===== src/rtl/doorbell_pkg.sv =====
`timescale 1ns/1ps
package doorbell_pkg;
  localparam int BUS_ADDR_W = 8;
  localparam int ID_W       = 32;
  localparam int HALF_W     = ID_W / 2;

  localparam logic [BUS_ADDR_W-1:0] OFF_SEND  = 8'h0C;
  localparam logic [BUS_ADDR_W-1:0] OFF_QUERY = 8'h10;
  localparam logic [BUS_ADDR_W-1:0] OFF_UNMSK = 8'h14;
  localparam logic [BUS_ADDR_W-1:0] OFF_MASK  = 8'h18;
  localparam logic [BUS_ADDR_W-1:0] OFF_ACK   = 8'h1C;
  localparam logic [BUS_ADDR_W-1:0] OFF_FLUSH = 8'h38;

  // Command strobes from the register decode to the slot table
  typedef struct packed {
    logic            setEn;
    logic            setDis;
    logic            clrOne;
    logic            clrAll;
    logic [ID_W-1:0] id;
  } strobeT;
endpackage


===== src/rtl/doorbell_ctrl.sv =====
`timescale 1ns/1ps
module doorbell_ctrl
  import doorbell_pkg::*;
(
  input  logic                  clk,
  input  logic                  rstN,
  input  logic                  wrEn,
  input  logic                  rdEn,
  input  logic [BUS_ADDR_W-1:0] addr,
  input  logic [ID_W-1:0]       wdata,
  input  logic [ID_W-1:0]       queryId,
  output strobeT                stb,
  output logic [ID_W-1:0]       rdata,
  output logic                  sendStrobe,
  output logic [ID_W-1:0]       sendId
);
  // Combinational command decode; the table registers the effect
  always_comb begin
    stb        = '0;
    stb.id     = wdata;
    stb.setEn  = wrEn && (addr == OFF_UNMSK);
    stb.setDis = wrEn && (addr == OFF_MASK);
    stb.clrOne = wrEn && (addr == OFF_ACK);
    stb.clrAll = wrEn && (addr == OFF_FLUSH);
  end

  logic sendHit;
  assign sendHit = wrEn && (addr == OFF_SEND);

  always_ff @(posedge clk or negedge rstN) begin
    if (!rstN) begin
      sendStrobe <= 1'b0;
      sendId     <= '0;
    end else begin
      sendStrobe <= sendHit;
      if (sendHit) sendId <= wdata;
    end
  end

  always_ff @(posedge clk or negedge rstN) begin
    if (!rstN) begin
      rdata <= '0;
    end else if (rdEn) begin
      rdata <= (addr == OFF_QUERY) ? queryId : '0;
    end
  end
endmodule


===== src/rtl/doorbell_dpath.sv =====
`timescale 1ns/1ps
module doorbell_dpath
  import doorbell_pkg::*;
#(
  parameter int NUM_CLIENTS     = 6,
  parameter int SIGS_PER_CLIENT = 8,
  parameter int NUM_SLOTS       = NUM_CLIENTS * SIGS_PER_CLIENT
) (
  input  logic                 clk,
  input  logic                 rstN,
  input  strobeT               stb,
  input  logic [NUM_SLOTS-1:0] sigIn,
  output logic [NUM_SLOTS-1:0] pendVec,
  output logic [NUM_SLOTS-1:0] enVec,
  output logic [ID_W-1:0]      queryId,
  output logic                 irqOut
);
  logic [HALF_W-1:0]    cmdClient, cmdSignal;
  logic [NUM_SLOTS-1:0] hit, live;
  logic [ID_W-1:0]      slotId [NUM_SLOTS];

  assign cmdClient = stb.id[ID_W-1:HALF_W];
  assign cmdSignal = stb.id[HALF_W-1:0];

  // Each slot matches its own exact identifier; anything else hits nothing
  for (genvar s = 0; s < NUM_SLOTS; s++) begin : g_slot
    localparam int CL = s / SIGS_PER_CLIENT;
    localparam int SG = s % SIGS_PER_CLIENT;
    assign slotId[s] = {HALF_W'(CL), HALF_W'(SG)};
    assign hit[s]    = (cmdClient == HALF_W'(CL)) && (cmdSignal == HALF_W'(SG));
  end

  logic [NUM_SLOTS-1:0] pendNext, enNext;

  always_comb begin
    pendNext = pendVec;
    if (stb.clrOne) pendNext = pendNext & ~hit;
    if (stb.clrAll) pendNext = '0;
    pendNext = pendNext | sigIn;      // arrival beats a same-cycle clear
    enNext = enVec;
    if (stb.setEn)  enNext = enNext | hit;
    if (stb.setDis) enNext = enNext & ~hit;
  end

  always_ff @(posedge clk or negedge rstN) begin
    if (!rstN) begin
      pendVec <= '0;
      enVec   <= '0;
    end else begin
      pendVec <= pendNext;
      enVec   <= enNext;
    end
  end

  assign live   = pendVec & enVec;
  assign irqOut = |live;

  // Fixed priority: lowest slot wins
  always_comb begin
    queryId = '1;
    for (int s = NUM_SLOTS - 1; s >= 0; s--) begin
      if (live[s]) queryId = slotId[s];
    end
  end
endmodule


===== src/rtl/doorbell_irq_ctrl.sv =====
`timescale 1ns/1ps
module doorbell_irq_ctrl
  import doorbell_pkg::*;
#(
  parameter int NUM_CLIENTS     = 6,
  parameter int SIGS_PER_CLIENT = 8,
  localparam int NUM_SLOTS      = NUM_CLIENTS * SIGS_PER_CLIENT
) (
  input  logic                  clk,
  input  logic                  rstN,
  input  logic                  wrEn,
  input  logic                  rdEn,
  input  logic [BUS_ADDR_W-1:0] addr,
  input  logic [ID_W-1:0]       wdata,
  output logic [ID_W-1:0]       rdata,
  input  logic [NUM_SLOTS-1:0]  sigIn,
  output logic                  sendStrobe,
  output logic [ID_W-1:0]       sendId,
  output logic                  irqOut
);
  strobeT               stb;
  logic [ID_W-1:0]      queryId;
  logic [NUM_SLOTS-1:0] pendVec, enVec;

  doorbell_ctrl ctrl_i (
    .clk(clk), .rstN(rstN), .wrEn(wrEn), .rdEn(rdEn), .addr(addr),
    .wdata(wdata), .queryId(queryId), .stb(stb), .rdata(rdata),
    .sendStrobe(sendStrobe), .sendId(sendId)
  );

  doorbell_dpath #(
    .NUM_CLIENTS(NUM_CLIENTS), .SIGS_PER_CLIENT(SIGS_PER_CLIENT), .NUM_SLOTS(NUM_SLOTS)
  ) dpath_i (
    .clk(clk), .rstN(rstN), .stb(stb), .sigIn(sigIn), .pendVec(pendVec),
    .enVec(enVec), .queryId(queryId), .irqOut(irqOut)
  );
endmodule


===== config.mk =====
export PLATFORM = sky130hd
export DESIGN_NAME = doorbell_irq_ctrl
export DESIGN_NICKNAME = d
export VERILOG_FILES = /design/src/rtl/doorbell_pkg.sv /design/src/rtl/doorbell_ctrl.sv /design/src/rtl/doorbell_dpath.sv /design/src/rtl/doorbell_irq_ctrl.sv
export SDC_FILE = /design/constraint.sdc
export NUM_CORES = 1
export LEC_CHECK = 0
export BUFFER_PORTS_ARGS = -buffer_cell sky130_fd_sc_hd__buf_2
export CORE_MARGIN = 2
export CORE_UTILIZATION = 55
export CTS_BUF_LIST = sky130_fd_sc_hd__clkbuf_16
export DETAILED_ROUTE_END_ITERATION = 10
export PLACE_DENSITY = 0.83
export SKIP_CTS_REPAIR_TIMING = 1
export SLEW_MARGIN = 10
export SYNTH_ARGS = -nofsm -noshare
export SYNTH_HDL_FRONTEND = slang
export SYNTH_HIERARCHICAL = 1
export SYNTH_SLANG_ARGS = --single-unit

===== constraint.sdc =====
create_clock -name clk -period 7.15 [get_ports clk]
set_input_delay 0.3575 -clock clk [delete_from_list [all_inputs] [get_ports clk]]
set_output_delay 0.3575 -clock clk [all_outputs]
set_load 0.02 [all_outputs]

# Word-level counts from Yosys, hierarchy flattened

Cells that the tools add are included.

Register bits: 161
Input port bits: 92
Output and inout bits: 66
Word-level logic and storage cells: 138

Equality and inequality tests: 18
Multiplexer cells: 53
Bitwise gates (word level): 6
Reduce and logical (&&, ||, !) cells: 56

Operators with widths:

| cell                | number |
|---|---|
| $mux 32             | 49 |
| $mux 48             | 4 |
| $and 48x48->48      | 3 |
| $eq 16x3->1 const B | 6 |
| $or 48x48->48       | 2 |
| $eq 16x2->1 const B | 4 |
| $logic_and 1x1->1   | 53 |
| $not 48->48         | 1 |
| $reduce_or 48->1    | 1 |
| $eq 16x1->1 const B | 2 |
| $eq 8x5->1 const B  | 4 |
| $logic_not 16->1    | 2 |
| $eq 8x4->1 const B  | 1 |
| $eq 8x6->1 const B  | 1 |

# Depth between registers and ports, before layout

Word-level depth: 50
Depth in mapped cells: 8

# Hierarchy

Netlist, hierarchy kept.

By module, submodules not included:

| module         | instances | cells each | area an instance (um2) | seq. area each (um2) |
|---|---|---|---|---|
| doorbell_dpath | 1         | 530        | 5,156.2                | 2,402.3 |
| doorbell_ctrl  | 1         | 255        | 3,014.1                | 1,626.6 |

# Least setup slack after synthesis

No wires, ideal clock.

Path kind: flip-flop to flip-flop
Start: register dpath_i.pendVec[3]
End: register ctrl_i.rdata[11]
Library setup time: 83 ps
Data arrival time: 2,356 ps
Required time: 7,067 ps
Path slack: 4,712 ps
Stages on the path, launching flop included: 9
Path buffers: 1
Period minus slack after synthesis: 2,438 ps
Cells stage by stage: dfrtp_1 -> a22o_1 -> nor4_1 -> nand3_1 -> nor3_1 -> and2_1 -> buf_4 -> nand2_1 -> o22ai_1

Longest elaborated chain between the ends: 6

Ends and longest elaborated chain:

| what                     | line                    | source |
|---|---|---|
| start: declaration       | doorbell_dpath.sv:13    | `output logic [NUM_SLOTS-1:0] pendVec,` |
| start signal: assignment | doorbell_dpath.sv:50    | `pendVec <= pendNext;` |
| $and 48x48->48           | doorbell_dpath.sv:55    | `assign live = pendVec & enVec;` |
| $mux 32 (4 in series)    | doorbell_dpath.sv:62    | `if (live[s]) queryId = slotId[s];` |
| net queryId[11]          | doorbell_irq_ctrl.sv:22 | `logic [ID_W-1:0] queryId;` |
| $mux 32                  | doorbell_ctrl.sv:44     | `rdata <= (addr == OFF_QUERY) ? queryId : '0;` |
| end signal: assignment   | doorbell_ctrl.sv:44     |  |
| end: declaration         | doorbell_ctrl.sv:13     | `output logic [ID_W-1:0] rdata,` |

The timed path passes the listed nets, and every way through them passes these cells.
A chain may end at the register's enable or synchronous reset.

# Final worst setup path

Start: register dpath_i.pendVec[3]
End: register ctrl_i.rdata[22]

Longest elaborated chain between the ends: 6

Ends and longest elaborated chain:

| what                  | line |
|---|---|
| $and 48x48->48        | doorbell_dpath.sv:55 |
| $mux 32 (4 in series) | doorbell_dpath.sv:62 |
| $mux 32               | doorbell_ctrl.sv:44 |

Every way passes these cells.

==> metrics.md <==
| Metric | Value |
|---|---|
| Status | finished clean |
| CTS Sinks | 161 |
| Pleak | 0.00433 uW |
| Die X | 126 um |
| Total gr overflow | 0 |
| Initial cell density of the core | 56.2% |
| Fin crit share | 41.7% |
| CP bufs+invs | 0 |
| Critical path endpoint category | flip-flop |
| Peak VDD IR | 0.000153 V |
| Ys flop type | dfrtp_1 |
| Post-synth ARST share | 100% |
| H-tree levels | 4 |
| Register area share after synthesis | 49.3% |
| Clk slew on worst S/H paths | 60 ps |
| Clock Latency Late Sink | 420 ps |
| Placed wire-length estimate | 13,500 um |
| FMAX | 0.335 GHz |
| All-Layer GR Usage | 25.2% |
| Die height | 126 um |
| Drt wl/cell | 18.6 um |
| Max incr delay on CP | 800 ps |
| Final Hold Viols | 0 |
| Yosys warning count | 6 |
| Final core occ | 62.8% |
| Commonest cells post-synth | dfrtp_1, a21oi_1, nand2_1 |
| Crit path required time | 7470 ps |
| Largest area contributor in the netlist | dfrtp_1 |
| Final setup violating endpoints | 0 |
| Count leader, synth | dfrtp_1 |
| Period minus WS final | 2980 ps |
| Worst reg2reg path depth | 7 |
| Cell Area, Placed | 8590 um2 |
| Register-to-Register Setup Slack | 4170 ps |
| # IOs | 158 |
| Vias | 6,523 |
| Drt first-iter violations | 710 |
| Total CTS buffers | 17 |
| Syn avg cell area | 10.4 um2 |
| DIE AREA | 15,800 um2 |
| Total Routed Length | 19,900 um |
| Number of synthesized flops with an enable pin | 0 |
| Max-Cap Viols | 0 |
| Drt pass-1 iters | 5 |
| Synth unique cells | 51 |
| Initial antenna violation count | 0 |
| Rows | 44 |
| Post-route DRC | 0 |
| Worst r2r dst | ctrl_i/rdata[22] |
| First-pass GRT wire length | 31,900 um |
| Register bit total from synthesis | 161 |
| Worst-path fanout max | 26 |
| Total core area | 14,500 um2 |
| Worst Max-Slew Pin Slew | 983 ps |
| CTS max path bufs | 2 |
| Max Slew Vio Count | 0 |
| CP Launch Type | flip-flop |
| Data arrival, critical path | 3310 ps |
| Synth top area cells | dfrtp_1, a21oi_1, buf_4 |
| CTS Root Buffer Type | clkbuf_16 |
| Worst r2r src | dpath_i/pendVec[3] |
| CP Class | reg -> reg |
| Largest net degree at the start of global routing | 93 |
| Cell breakdown of the critical path | a22o_1 -> nor4_1 -> nand3_1 -> nor3_1 -> and2_1 -> nand2_1 -> o22ai_1 |
| Routability-driven placement congestion ratio | 0.907 |
| CTS tree | built |
| Hold Path Class | in -> async |
| Vias in the first global route | 6,249 |
| RSZ-0062 raised after global routing | false |
| Area grow syn2layout | 11.7% |
| Diode count | 0 |
| Slew margin rel. | 34.5% |
| Crit path max-delay family | simple AND/OR/NAND/NOR gates |
| Cells after Synth | 785 |
| Power per Cell Area | 205 nW/um2 |
| Nets | 965 |
| Synth top area share | 49.3% |
| Share of post-route cells with drive strength above 1 | 31.0% |
| Clock Skew | 6.08 ps |
| Synthesized Nets | 877 |
| I/O Buffers | 157 |
| Final Cell Area | 9130 um2 |
| Syn Std Cell Area | 8170 um2 |
| Routed vias/inst | 6.11 |
| Post-route setup TNS | 0 ps |
| Slowest CP cell | and2_1 |
| Routed Antenna Nets | 0 |
[cells in the final DEF, fill, tap and decap left out, types with 7 or more instances in the layout]
master     synthesis  routed
buf_2              9     156
inv_1             56      59
buf_4             61      10
o22ai_1           32      32
nand2_1           82      82
a21oi_1          116     116
and3_1             8       8
clkbuf_16          0      17
nor4_1             7       7
nor2_1            11      11
a22oi_1           12      12
a31o_2            29      29
nor4_4            10      10
dfrtp_1          161     161
a31oi_1           20      20
mux2_4            29      29
nor3_1             9       9
a22o_1            13      13
nand3_1           24      24
[power breakdown]
part           switching (uW)  total, uW  internal (uW)
sequential               5.59        927            921
clock                     337        834            497
combinational            68.8        112           43.7
total                     411       1870           1460
[cell type report]
| cell class | count | area (um2) |
|---|---|---|
| clock inverters | 12 | 106 |
| repair buffers | 167 | 867 |
| clock buffers | 17 | 425 |
| flip-flops and latches | 161 | 4030 |
| well taps | 184 | 230 |
| inverters | 56 | 210 |
| multi-input cells | 470 | 3260 |
| fillers | 1206 | 5410 |
[layer usage]
| layer | part of all wire, % | track usage, % | up-vias |
|---|---|---|---|
| li1 | - | - | 2973 |
| met4 | 2.9 | 10.5 | 0 |
| met5 | 0 | 0 | - |
| met2 | 48 | 39.8 | 312 |
| met1 | 41 | 33.6 | 3192 |
| met3 | 7.8 | 6.07 | 46 |
[worst max-delay path by stage]
stage / startpoint / slack (ps) / end / cells past startpoint
6_report: dpath_i/pendVec[3] / 4170 / ctrl_i/rdata[22] / 7
5_1_grt: dpath_i/pendVec[21] / 3940 / ctrl_i/rdata[5] / 7
4_1_cts: dpath_i/pendVec[3] / 4250 / ctrl_i/rdata[22] / 7
3_5_place_dp: dpath_i/pendVec[3] / 4300 / ctrl_i/rdata[3] / 7
3_3_place_gp: dpath_i/pendVec[3] / 4510 / ctrl_i/rdata[7] / 7
2_1_floorplan: dpath_i/pendVec[3] / 4710 / ctrl_i/rdata[11] / 8
[cells by family after synthesis]
logic type	count (synthesis)	share of synthesized area (%)
compound gates	257	20.3
simple gates	181	13.9
flops	161	49.3
buf+inv	154	10.8
mux	32	5.74
[stage by stage]
stage	cells	hold WS, ps	setup slack, ps	power, uW
detailed placement	1038	487	4300	1060
global placement	1038	486	4510	1050
CTS	1067	43.3	4250	1890
floorplan	785	61.9	4710	1000
global route	1067	89.3	3940	1930
finish	1067	3.75	4170	1870
[flip-flops by register name, summed over array words and instances, names as in the netlist]
register / cells
dpath_i/enVec: 48
dpath_i/pendVec: 48
ctrl_i/rdata: 32
ctrl_i/sendId: 32
ctrl_i/sendStrobe: 1
Power figures use the tool's default switching activity.
